$ cat src/rtl/oneshot_pkg.sv
package oneshot_pkg;

  typedef enum logic [1:0] {
    ST_IDLE      = 2'd0,
    ST_DISCHARGE = 2'd1,
    ST_CHARGE    = 2'd2
  } phase_e;

  // Strobes from control to the timing datapath
  typedef struct packed {
    logic loadDis;    // load discharge count, capture width
    logic loadChg;    // load charge count from captured width
    logic countDown;  // decrement the running count
    logic wipe;       // clear count and captured width
  } timerCmd_t;

endpackage

$ cat src/rtl/oneshot_insync.sv
module oneshot_insync #(
  parameter int unsigned NUM_IN = 3,
  parameter int unsigned STAGES = 2,
  parameter logic [NUM_IN-1:0] IDLE_LEVEL = '0
) (
  input  logic              clk,
  input  logic              rstN,
  input  logic [NUM_IN-1:0] rawIn,
  output logic [NUM_IN-1:0] level,
  output logic [NUM_IN-1:0] prevLevel,
  output logic              armed
);

  localparam int unsigned ARM_LIMIT = STAGES + 1;
  localparam int unsigned ARM_W     = $clog2(ARM_LIMIT + 1);

  for (genvar gi = 0; gi < NUM_IN; gi++) begin : g_chain
    logic [STAGES-1:0] chain;
    logic              lastLvl;

    always_ff @(posedge clk) begin
      if (!rstN) begin
        chain   <= {STAGES{IDLE_LEVEL[gi]}};
        lastLvl <= IDLE_LEVEL[gi];
      end else begin
        chain   <= {chain[STAGES-2:0], rawIn[gi]};
        lastLvl <= chain[STAGES-1];
      end
    end

    assign level[gi]     = chain[STAGES-1];
    assign prevLevel[gi] = lastLvl;
  end

  // Edges are masked until every chain holds real samples
  logic [ARM_W-1:0] armCnt;

  always_ff @(posedge clk) begin
    if (!rstN) begin
      armCnt <= '0;
    end else if (armCnt != ARM_W'(ARM_LIMIT)) begin
      armCnt <= armCnt + 1'b1;
    end
  end

  assign armed = (armCnt == ARM_W'(ARM_LIMIT));

endmodule

$ cat src/rtl/oneshot_ctrl.sv
module oneshot_ctrl
  import oneshot_pkg::*;
(
  input  logic      clk,
  input  logic      rstN,
  input  logic      armed,
  input  logic      fallLvl,
  input  logic      fallPrev,
  input  logic      riseLvl,
  input  logic      risePrev,
  input  logic      clrLvl,
  input  logic      clrPrev,
  input  logic      cntDone,
  output timerCmd_t cmd,
  output logic      trigValid,
  output logic      inDis,
  output logic      inChg,
  output logic      pulse
);

  phase_e state, stateNext;

  logic fallEdge, riseEdge, clrEdge;

  assign fallEdge = fallPrev & ~fallLvl;
  assign riseEdge = riseLvl & ~risePrev;
  assign clrEdge  = clrLvl & ~clrPrev;

  // Three gated trigger conditions on same-cycle synchronized levels
  assign trigValid = armed & clrLvl &
                     ((riseEdge & ~fallLvl) |
                      (fallEdge & riseLvl) |
                      (clrEdge & ~fallLvl & riseLvl));

  always_comb begin
    stateNext = state;
    cmd       = '0;
    if (!clrLvl) begin
      stateNext = ST_IDLE;
      cmd.wipe  = 1'b1;
    end else begin
      unique case (state)
        ST_IDLE: begin
          if (trigValid) begin
            stateNext   = ST_DISCHARGE;
            cmd.loadDis = 1'b1;
          end
        end
        ST_DISCHARGE: begin
          if (cntDone) begin
            stateNext   = ST_CHARGE;
            cmd.loadChg = 1'b1;
          end else begin
            cmd.countDown = 1'b1;
          end
        end
        ST_CHARGE: begin
          if (trigValid) begin
            stateNext   = ST_DISCHARGE;
            cmd.loadDis = 1'b1;
          end else if (cntDone) begin
            stateNext = ST_IDLE;
          end else begin
            cmd.countDown = 1'b1;
          end
        end
        default: begin
          stateNext = ST_IDLE;
          cmd.wipe  = 1'b1;
        end
      endcase
    end
  end

  always_ff @(posedge clk) begin
    if (!rstN) begin
      state <= ST_IDLE;
    end else begin
      state <= stateNext;
    end
  end

  assign inDis = (state == ST_DISCHARGE);
  assign inChg = (state == ST_CHARGE);
  assign pulse = inDis | inChg;

endmodule

$ cat src/rtl/oneshot_timer.sv
module oneshot_timer
  import oneshot_pkg::*;
#(
  parameter int unsigned WIDTH_BITS       = 8,
  parameter int unsigned DISCHARGE_CYCLES = 3
) (
  input  logic                  clk,
  input  logic                  rstN,
  input  timerCmd_t             cmd,
  input  logic [WIDTH_BITS-1:0] widthIn,
  output logic                  cntDone,
  output logic [WIDTH_BITS > $clog2(DISCHARGE_CYCLES+1) ? WIDTH_BITS-1 : $clog2(DISCHARGE_CYCLES+1)-1 : 0] cnt
);

  localparam int unsigned DIS_W = $clog2(DISCHARGE_CYCLES + 1);
  localparam int unsigned CNT_W = (WIDTH_BITS > DIS_W) ? WIDTH_BITS : DIS_W;
  localparam logic [CNT_W-1:0] DIS_LOAD = CNT_W'(DISCHARGE_CYCLES - 1);

  logic [WIDTH_BITS-1:0] widthHeld;
  logic [CNT_W-1:0]      chgLoad;

  // Zero width is stretched to a single charge cycle
  assign chgLoad = (widthHeld == '0) ? '0 : (CNT_W'(widthHeld) - 1'b1);

  always_ff @(posedge clk) begin
    if (!rstN || cmd.wipe) begin
      cnt       <= '0;
      widthHeld <= '0;
    end else if (cmd.loadDis) begin
      cnt       <= DIS_LOAD;
      widthHeld <= widthIn;
    end else if (cmd.loadChg) begin
      cnt <= chgLoad;
    end else if (cmd.countDown) begin
      cnt <= cnt - 1'b1;
    end
  end

  assign cntDone = (cnt == '0);

endmodule

$ cat src/rtl/oneshot_top.sv
module oneshot_top
  import oneshot_pkg::*;
#(
  parameter int unsigned WIDTH_BITS       = 8,
  parameter int unsigned DISCHARGE_CYCLES = 3
) (
  input  logic                  clk,
  input  logic                  rstN,
  input  logic                  trigFallIn,
  input  logic                  trigRiseIn,
  input  logic                  clearN,
  input  logic [WIDTH_BITS-1:0] widthIn,
  output logic                  pulseOut
);

  localparam int unsigned DIS_W = $clog2(DISCHARGE_CYCLES + 1);
  localparam int unsigned CNT_W = (WIDTH_BITS > DIS_W) ? WIDTH_BITS : DIS_W;

  // Bit order: 0 = falling trigger, 1 = rising trigger, 2 = clear
  logic [2:0] lvl, prv;
  logic       armed;
  timerCmd_t  cmd;
  logic       trigValid, inDis, inChg, cntDone, clrLevel;
  logic [CNT_W-1:0] cnt;

  oneshot_insync #(
    .NUM_IN    (3),
    .STAGES    (2),
    .IDLE_LEVEL(3'b101)
  ) sync_i (
    .clk      (clk),
    .rstN     (rstN),
    .rawIn    ({clearN, trigRiseIn, trigFallIn}),
    .level    (lvl),
    .prevLevel(prv),
    .armed    (armed)
  );

  assign clrLevel = lvl[2];

  oneshot_ctrl ctrl_i (
    .clk      (clk),
    .rstN     (rstN),
    .armed    (armed),
    .fallLvl  (lvl[0]),
    .fallPrev (prv[0]),
    .riseLvl  (lvl[1]),
    .risePrev (prv[1]),
    .clrLvl   (clrLevel),
    .clrPrev  (prv[2]),
    .cntDone  (cntDone),
    .cmd      (cmd),
    .trigValid(trigValid),
    .inDis    (inDis),
    .inChg    (inChg),
    .pulse    (pulseOut)
  );

  oneshot_timer #(
    .WIDTH_BITS      (WIDTH_BITS),
    .DISCHARGE_CYCLES(DISCHARGE_CYCLES)
  ) timer_i (
    .clk    (clk),
    .rstN   (rstN),
    .cmd    (cmd),
    .widthIn(widthIn),
    .cntDone(cntDone),
    .cnt    (cnt)
  );

endmodule

$ cat config.mk
export PLATFORM = sky130hd
export DESIGN_NAME = oneshot_top
export DESIGN_NICKNAME = d
export VERILOG_FILES = /design/src/rtl/oneshot_pkg.sv /design/src/rtl/oneshot_insync.sv /design/src/rtl/oneshot_ctrl.sv /design/src/rtl/oneshot_timer.sv /design/src/rtl/oneshot_top.sv
export SDC_FILE = /design/constraint.sdc
export NUM_CORES = 1
export LEC_CHECK = 0
export ABC_AREA = 0
export BUFFER_PORTS_ARGS = -buffer_cell sky130_fd_sc_hd__clkbuf_2
export CORE_MARGIN = 4
export CORE_UTILIZATION = 60
export CTS_BUF_LIST = sky130_fd_sc_hd__clkbuf_8
export CTS_CLUSTER_SIZE = 12
export DETAILED_ROUTE_END_ITERATION = 6
export HOLD_SLACK_MARGIN = 0.03
export PLACE_DENSITY = 0.92
export SYNTH_ARGS = -nofsm -noshare
export SYNTH_HDL_FRONTEND = slang
export SYNTH_SLANG_ARGS = --single-unit
export TNS_END_PERCENT = 5
$ cat constraint.sdc
create_clock -name clk -period 2.3 [get_ports clk]
set_clock_uncertainty 0.15 [all_clocks]
set_input_delay 0.345 -clock clk [delete_from_list [all_inputs] [get_ports clk]]
set_output_delay 0.345 -clock clk [all_outputs]
set_load 0.1 [all_outputs]
* After elaboration in Yosys (flattened, before gate mapping)
Cells that the tools add are included.
** Word-level totals
- Word-level logic and storage cells :: 67
- Output and inout port bits :: 1
- Bits in registers :: 29
** Operators by class
- Reduce and logical (&&, ||, !) cells :: 12
- Add/subtract/negate cells :: 3
- Equal/unequal tests :: 7
- Mux-type cells :: 19
- Bitwise operators :: 15
** Operators by type and width (number)
- $mux W8 :: 3
- $logic_not A8 Y1 :: 2
- $sub A8 B1 Y8 const B :: 2
- $mux W2 :: 5
- $and A1 B1 Y1 :: 9
- $mux W1 :: 8
- $pmux W2 S3 :: 1
- $eq A2 B2 Y1 const B :: 2
- $ne A2 B2 Y1 const B :: 2
- $reduce_or A2 Y1 :: 2
- $mux W3 :: 1
- $ne A3 B2 Y1 const B :: 1
- $not A1 Y1 :: 3
- $or A1 B1 Y1 :: 3
- $reduce_and A3 Y1 :: 1
- $reduce_bool A3 Y1 :: 1
- $reduce_or A3 Y1 :: 1
- $add A2 B1 Y2 const B :: 1
- $eq A2 B1 Y1 const B :: 1
- $logic_not A2 Y1 :: 1
- $ne A2 B1 Y1 const B :: 1
- $pmux W1 S2 :: 1
- $reduce_and A2 Y1 :: 1
- $reduce_bool A2 Y1 :: 1
- 2 further kinds :: 2

* Longest topological paths before layout
- Word-level depth :: 12
- Mapped depth :: 8

* By module
From an unflattened synthesis, not the netlist that was laid out.
** Second synthesis, totals
- Cell total of the unflattened synthesis :: 166
- Area total of the unflattened synthesis :: 1521.5 um2
** Modules (own cells, without submodules)
- oneshot_timer :: area an instance 912.1 um2, cells an instance 103, instances 1
- oneshot_insync :: area an instance 384.1 um2, cells an instance 33, instances 1
- oneshot_ctrl :: area an instance 225.2 um2, cells an instance 30, instances 1

* Least setup slack after synthesis
No wires, ideal clock.
- Path type :: flip-flop to flip-flop
- Start :: register ctrl_i.state[0]
- End :: register timer_i.cnt[5] (netlist name)
- Arrival time :: 2434 ps
- Period minus slack after synthesis :: 2670 ps
- Cell stages (with the launch flop) :: 9
- Buffers on the path :: 1
- Path slack :: -370 ps
- Cell sequence :: dfxtp_1 > inv_1 > ha_1 > o211ai_1 > a31oi_1 > and2_0 > buf_2 > o22ai_1 > a221oi_2
** On the way
- Cells in the longest elaborated chain, start to end :: 6
** Ends and longest elaborated chain
- from (decl) :: RTL line oneshot_ctrl.sv:21 : phase_e state, stateNext;
- from (signal assigned) :: RTL line oneshot_ctrl.sv:79 : state <= stateNext;
- $eq A2 B2 Y1, or another cell as far along :: RTL line oneshot_ctrl.sv:42 : unique case (state)
- $reduce_or A3 Y1 (no source line)
- $mux W1 :: RTL line oneshot_ctrl.sv:42
- $mux W1 :: RTL line oneshot_ctrl.sv:38 : if (!clrLvl) begin
- $logic_or A1 B1 Y1 :: RTL line oneshot_timer.sv:26 : if (!rstN || cmd.wipe) begin
- $reduce_or A2 Y1 (no source line)
- to (signal assigned) :: RTL line oneshot_timer.sv:33 : cnt <= chgLoad;
- to (signal assigned) :: RTL line oneshot_timer.sv:35 : cnt <= cnt - 1'b1;
- to (decl) :: RTL line oneshot_timer.sv:12 : output logic [WIDTH_BITS > $clog2(DISCHARGE_CYCLES+1) ? WIDTH_BITS-1 : $clog2(DISCHARGE_CYCLES+1)-1 : 0] cnt
Several ways; a longest one is shown, not always the timed one.
A chain may end at the register's enable or synchronous reset.

* Worst setup path after layout
- Start :: register timer_i.widthHeld[2]
- End :: register timer_i.cnt[2] (netlist name)
** On the way
- Cells in the longest elaborated chain, start to end :: 3
** Ends and longest elaborated chain
- from (decl) :: RTL line oneshot_timer.sv:19 : logic [WIDTH_BITS-1:0] widthHeld;
- from (signal assigned) :: RTL line oneshot_timer.sv:31 : widthHeld <= widthIn;
- $sub A8 B1 Y8 / $logic_not A8 Y1 (equally long branches) :: RTL line oneshot_timer.sv:23 : assign chgLoad = (widthHeld == '0) ? '0 : (CNT_W'(widthHeld) - 1'b1);
- $mux W8 * :: RTL line oneshot_timer.sv:23
- $mux W8 * :: RTL line oneshot_timer.sv:32 : end else if (cmd.loadChg) begin
Every way passes the cells marked *; elsewhere a longest branch is shown, timed or not.

==> impl_metrics.csv <==
group,metric,value,unit
sta,hold_slack,91.5,ps
synthesis,synth_cells,165,
grt,grt_max_degree,13,
grt,grt_pass1_wl,5730,microns
worst_setup_path,cp_slowest_cell,"or4_1",
worst_setup_path,rrSetupSlack,90,ps
synthesis,synthesis.area_per_instance,9.12,sq um
power_and_ir_drop,p_per_area,686,nW/um^2
flow_run,maxCapViolations,0,
cells_and_area,final_cell_area,1760,sq um
sta,layout_min_cycle_time,2210,ps
worst_setup_path,max_stage_delay,660,ps
routing,routed_wl,3360,microns
cells_and_area,layout.nets,205,
worst_setup_path,endpoint_kind,"flip-flop",
clocking,cts_tree,"done",
worst_setup_path,worst-r2r-cell-count,5,
sta,worst_slack,91.8,ps
routing,drt_iter0_markers,56,
die,io-pin-count,14,
grt,track_usage,0.223,
clocking,clockBufferDepth,2,
clocking,cts.sinks,29,
routing,wl_per_cell,15.8,microns
worst_hold_path,hold_path_end,"sync_i.g_chain[2].chain[0]$_SDFF_PN1_",
worst_setup_path,rr_startpoint,"timer_i.widthHeld[2]$_SDFFE_PP0P_",
routing,drc,0,
die,start_util,0.655,
die,die_w,58.1,microns
worst_setup_path,setup.worst_path.class,"flip-flop to flip-flop",
routing,post_drt_via_cell_ratio,6.18,
sta,fmax,0.453,GHz
cells_and_area,final_common_cell,"dfxtp_1",
routing,drtPass1Iterations,4,
cells_and_area,diodes,0,
worst_hold_path,hp-class,"input port to flip-flop",
die,core-area,2300,sq um
die,dieArea,3370,sq um
worst_setup_path,cp_max_fo,6,
worst_setup_path,r2r-end,"timer_i.cnt[2]$_SDFFE_PP0P_",
worst_setup_path,critPathBufInv,0,
grt,first_global_vias,1289,
placement,portBuffers,13,
clocking,cts_resized,0,
clocking,clk_latency,280,ps
synthesis,ys_seq_area_frac,0.386,
power_and_ir_drop,p_leak,0.000717,uW
sta,setup_violations,0,
synthesis,ys_seq_elements,29,
worst_hold_path,min-delay-start,"clearN",
sta,hold_viol,0,
cells_and_area,ff_latch_area,581,sq um
worst_setup_path,worstPathCellList,"or4_1 -> nor4_2 -> nor3_2 -> o22ai_1 -> a211oi_1",
clocking,hold_buffers,0,
routing,vias,1310,
power_and_ir_drop,p_total,1200,uW
worst_setup_path,cp.required,2320,ps
sta,maxSlewHeadroom,0.594,
grt,overflow,0,
cells_and_area,final_cell_mix,"dfxtp_1, nor2_1, clkbuf_2",
cells_and_area,n_fill_cell,151,
placement,dp_slack,178,ps
clocking,clk_pin_slew_worst_paths,60,ps
sta,timing.final.crit_share,0.960,
grt,antenna_found_initial,0,
synthesis,synth_fp_nets,187,
power_and_ir_drop,ir_worst_vdd,0.000686,V
sta,worst_slew_pin_slew,604,ps
die,rows,17,
synthesis,syn_area,1510,sq um
routing,ant_nets,0,
die,die_h,58.1,microns
sta,rsz0062_at_grt,"no",
clocking,ctsHtreeMaxLevel,2,
clocking,numCtsBuffers,5,
worst_setup_path,critPathTopFamily,"simple AND/OR/NAND/NOR gates",
synthesis,synth_warnings,0,
placement,place_congestion,0.876,
worst_setup_path,worstPathArrival,2230,ps
worst_hold_path,holdPathStages,2,
status,status,"completed",
placement,dp_hpwl,2300,microns
placement,postPlaceCellArea,1620,sq um
cells_and_area,multi_input_comb_area,885,sq um
synthesis,ys_types,44,
worst_setup_path,worstSetupStartpointType,"flip-flop",
cells_and_area,area_growth_syn_to_layout,16.6,%
sta,finalMaxSlewViolations,0,
clocking,postCtsSetupBuffers,0,
cells_and_area,drive_gt1_frac,0.201,
sta,setup_tns,0,ps
clocking,clockRootBuffer,"clkbuf_8",
-- worst max-delay path by stage --
stage	slack, ps	cells past startpoint	end	start
after global placement	300	5	timer_i.cnt[5]$_SDFFE_PP0P_	timer_i.widthHeld[0]$_SDFFE_PP0P_
final	90	5	timer_i.cnt[2]$_SDFFE_PP0P_	timer_i.widthHeld[2]$_SDFFE_PP0P_
after global routing	30	7	timer_i.cnt[5]$_SDFFE_PP0P_	timer_i.cnt[0]$_SDFFE_PP0P_
after floorplan	70	8	timer_i.cnt[5]$_SDFFE_PP0P_	ctrl_i.state[0]$_SDFFE_PN0P_
after detailed placement	180	7	timer_i.cnt[5]$_SDFFE_PP0P_	timer_i.cnt[0]$_SDFFE_PP0P_
after CTS	140	7	timer_i.cnt[5]$_SDFFE_PP0P_	timer_i.cnt[0]$_SDFFE_PP0P_
-- cell usage after synthesis, drive strengths merged --
master | instances | area [sq um]
a211o | 2 | 20.0
a211oi | 3 | 22.5
a21boi | 1 | 7.51
a21o | 1 | 7.51
a21oi | 7 | 35.0
a221oi | 1 | 15.0
a311o | 1 | 10.0
a31o | 1 | 8.76
a31oi | 1 | 6.26
and2 | 5 | 31.3
and3 | 1 | 6.26
and4b | 2 | 20.0
buf | 1 | 5.00
clkbuf | 3 | 11.3
dfxtp | 29 | 581
ha | 9 | 113
inv | 11 | 41.3
mux2 | 1 | 11.3
mux2i | 12 | 120
nand2 | 8 | 30.0
nand2b | 6 | 37.5
nand3 | 3 | 20.0
nand3b | 1 | 7.51
nand4 | 4 | 25.0
nor2 | 20 | 77.6
nor2b | 1 | 6.26
nor3 | 3 | 15.0
nor3b | 1 | 7.51
nor4 | 4 | 46.3
o211ai | 2 | 15.0
o21ai | 3 | 15.0
o22ai | 2 | 12.5
o31ai | 1 | 7.51
or2 | 2 | 12.5
or3 | 3 | 18.8
or4 | 3 | 26.3
xnor2 | 3 | 26.3
xor2 | 3 | 26.3
-- final cells by class --
type / instances / share of cell area
Timing Repair Buffer: 15 / 0.0456
Clock buffer: 5 / 0.0392
Clock inverter: 3 / 0.0371
Sequential cell: 29 / 0.331
Inverter: 11 / 0.0235
Multi-Input combinational cell: 121 / 0.504
Tap cell: 28 / 0.0200
-- per-stage QoR --
stage / std cells / utilization
5_1_grt: 212 / 0.764
6_report: 212 / 0.764
4_1_cts: 212 / 0.762
3_3_place_gp: 204 / 0.704
3_5_place_dp: 204 / 0.704
2_1_floorplan: 165 / -
-- power breakdown --
part	switching (uW)	internal, uW	leakage [uW]	total [uW]
logic	25.7	27.8	0.000413	53.5
registers	8.22	517	0.000236	525
clock network	195	430	0.0000681	625
total	229	975	0.000717	1200
-- layer usage --
layer  vias up  global-route usage  part of all wire
li1        618                   -                 -
met1       621               0.257              0.42
met5         -                   0                 0
met3        20              0.0757             0.064
met2        51               0.345              0.47
met4         0               0.152             0.045
-- state kept, by name, indices dropped and copies added (netlist names) --
name and count:
ctrl_i.state 2, sync_i.g_chain.lastLvl 3, timer_i.cnt 8, timer_i.widthHeld 8, sync_i.armCnt 2, sync_i.g_chain.chain 6
-- cell families after synthesis --
group / Yosys count / share of synthesized area
fa+ha+maj: 9 / 0.0748
simple gates: 67 / 0.258
compound gates: 26 / 0.121
flops: 29 / 0.386
xor+xnor: 6 / 0.0349
buf+inv: 15 / 0.0382
mux: 13 / 0.0873
No activity file was read; power rests on OpenSTA's default activity.
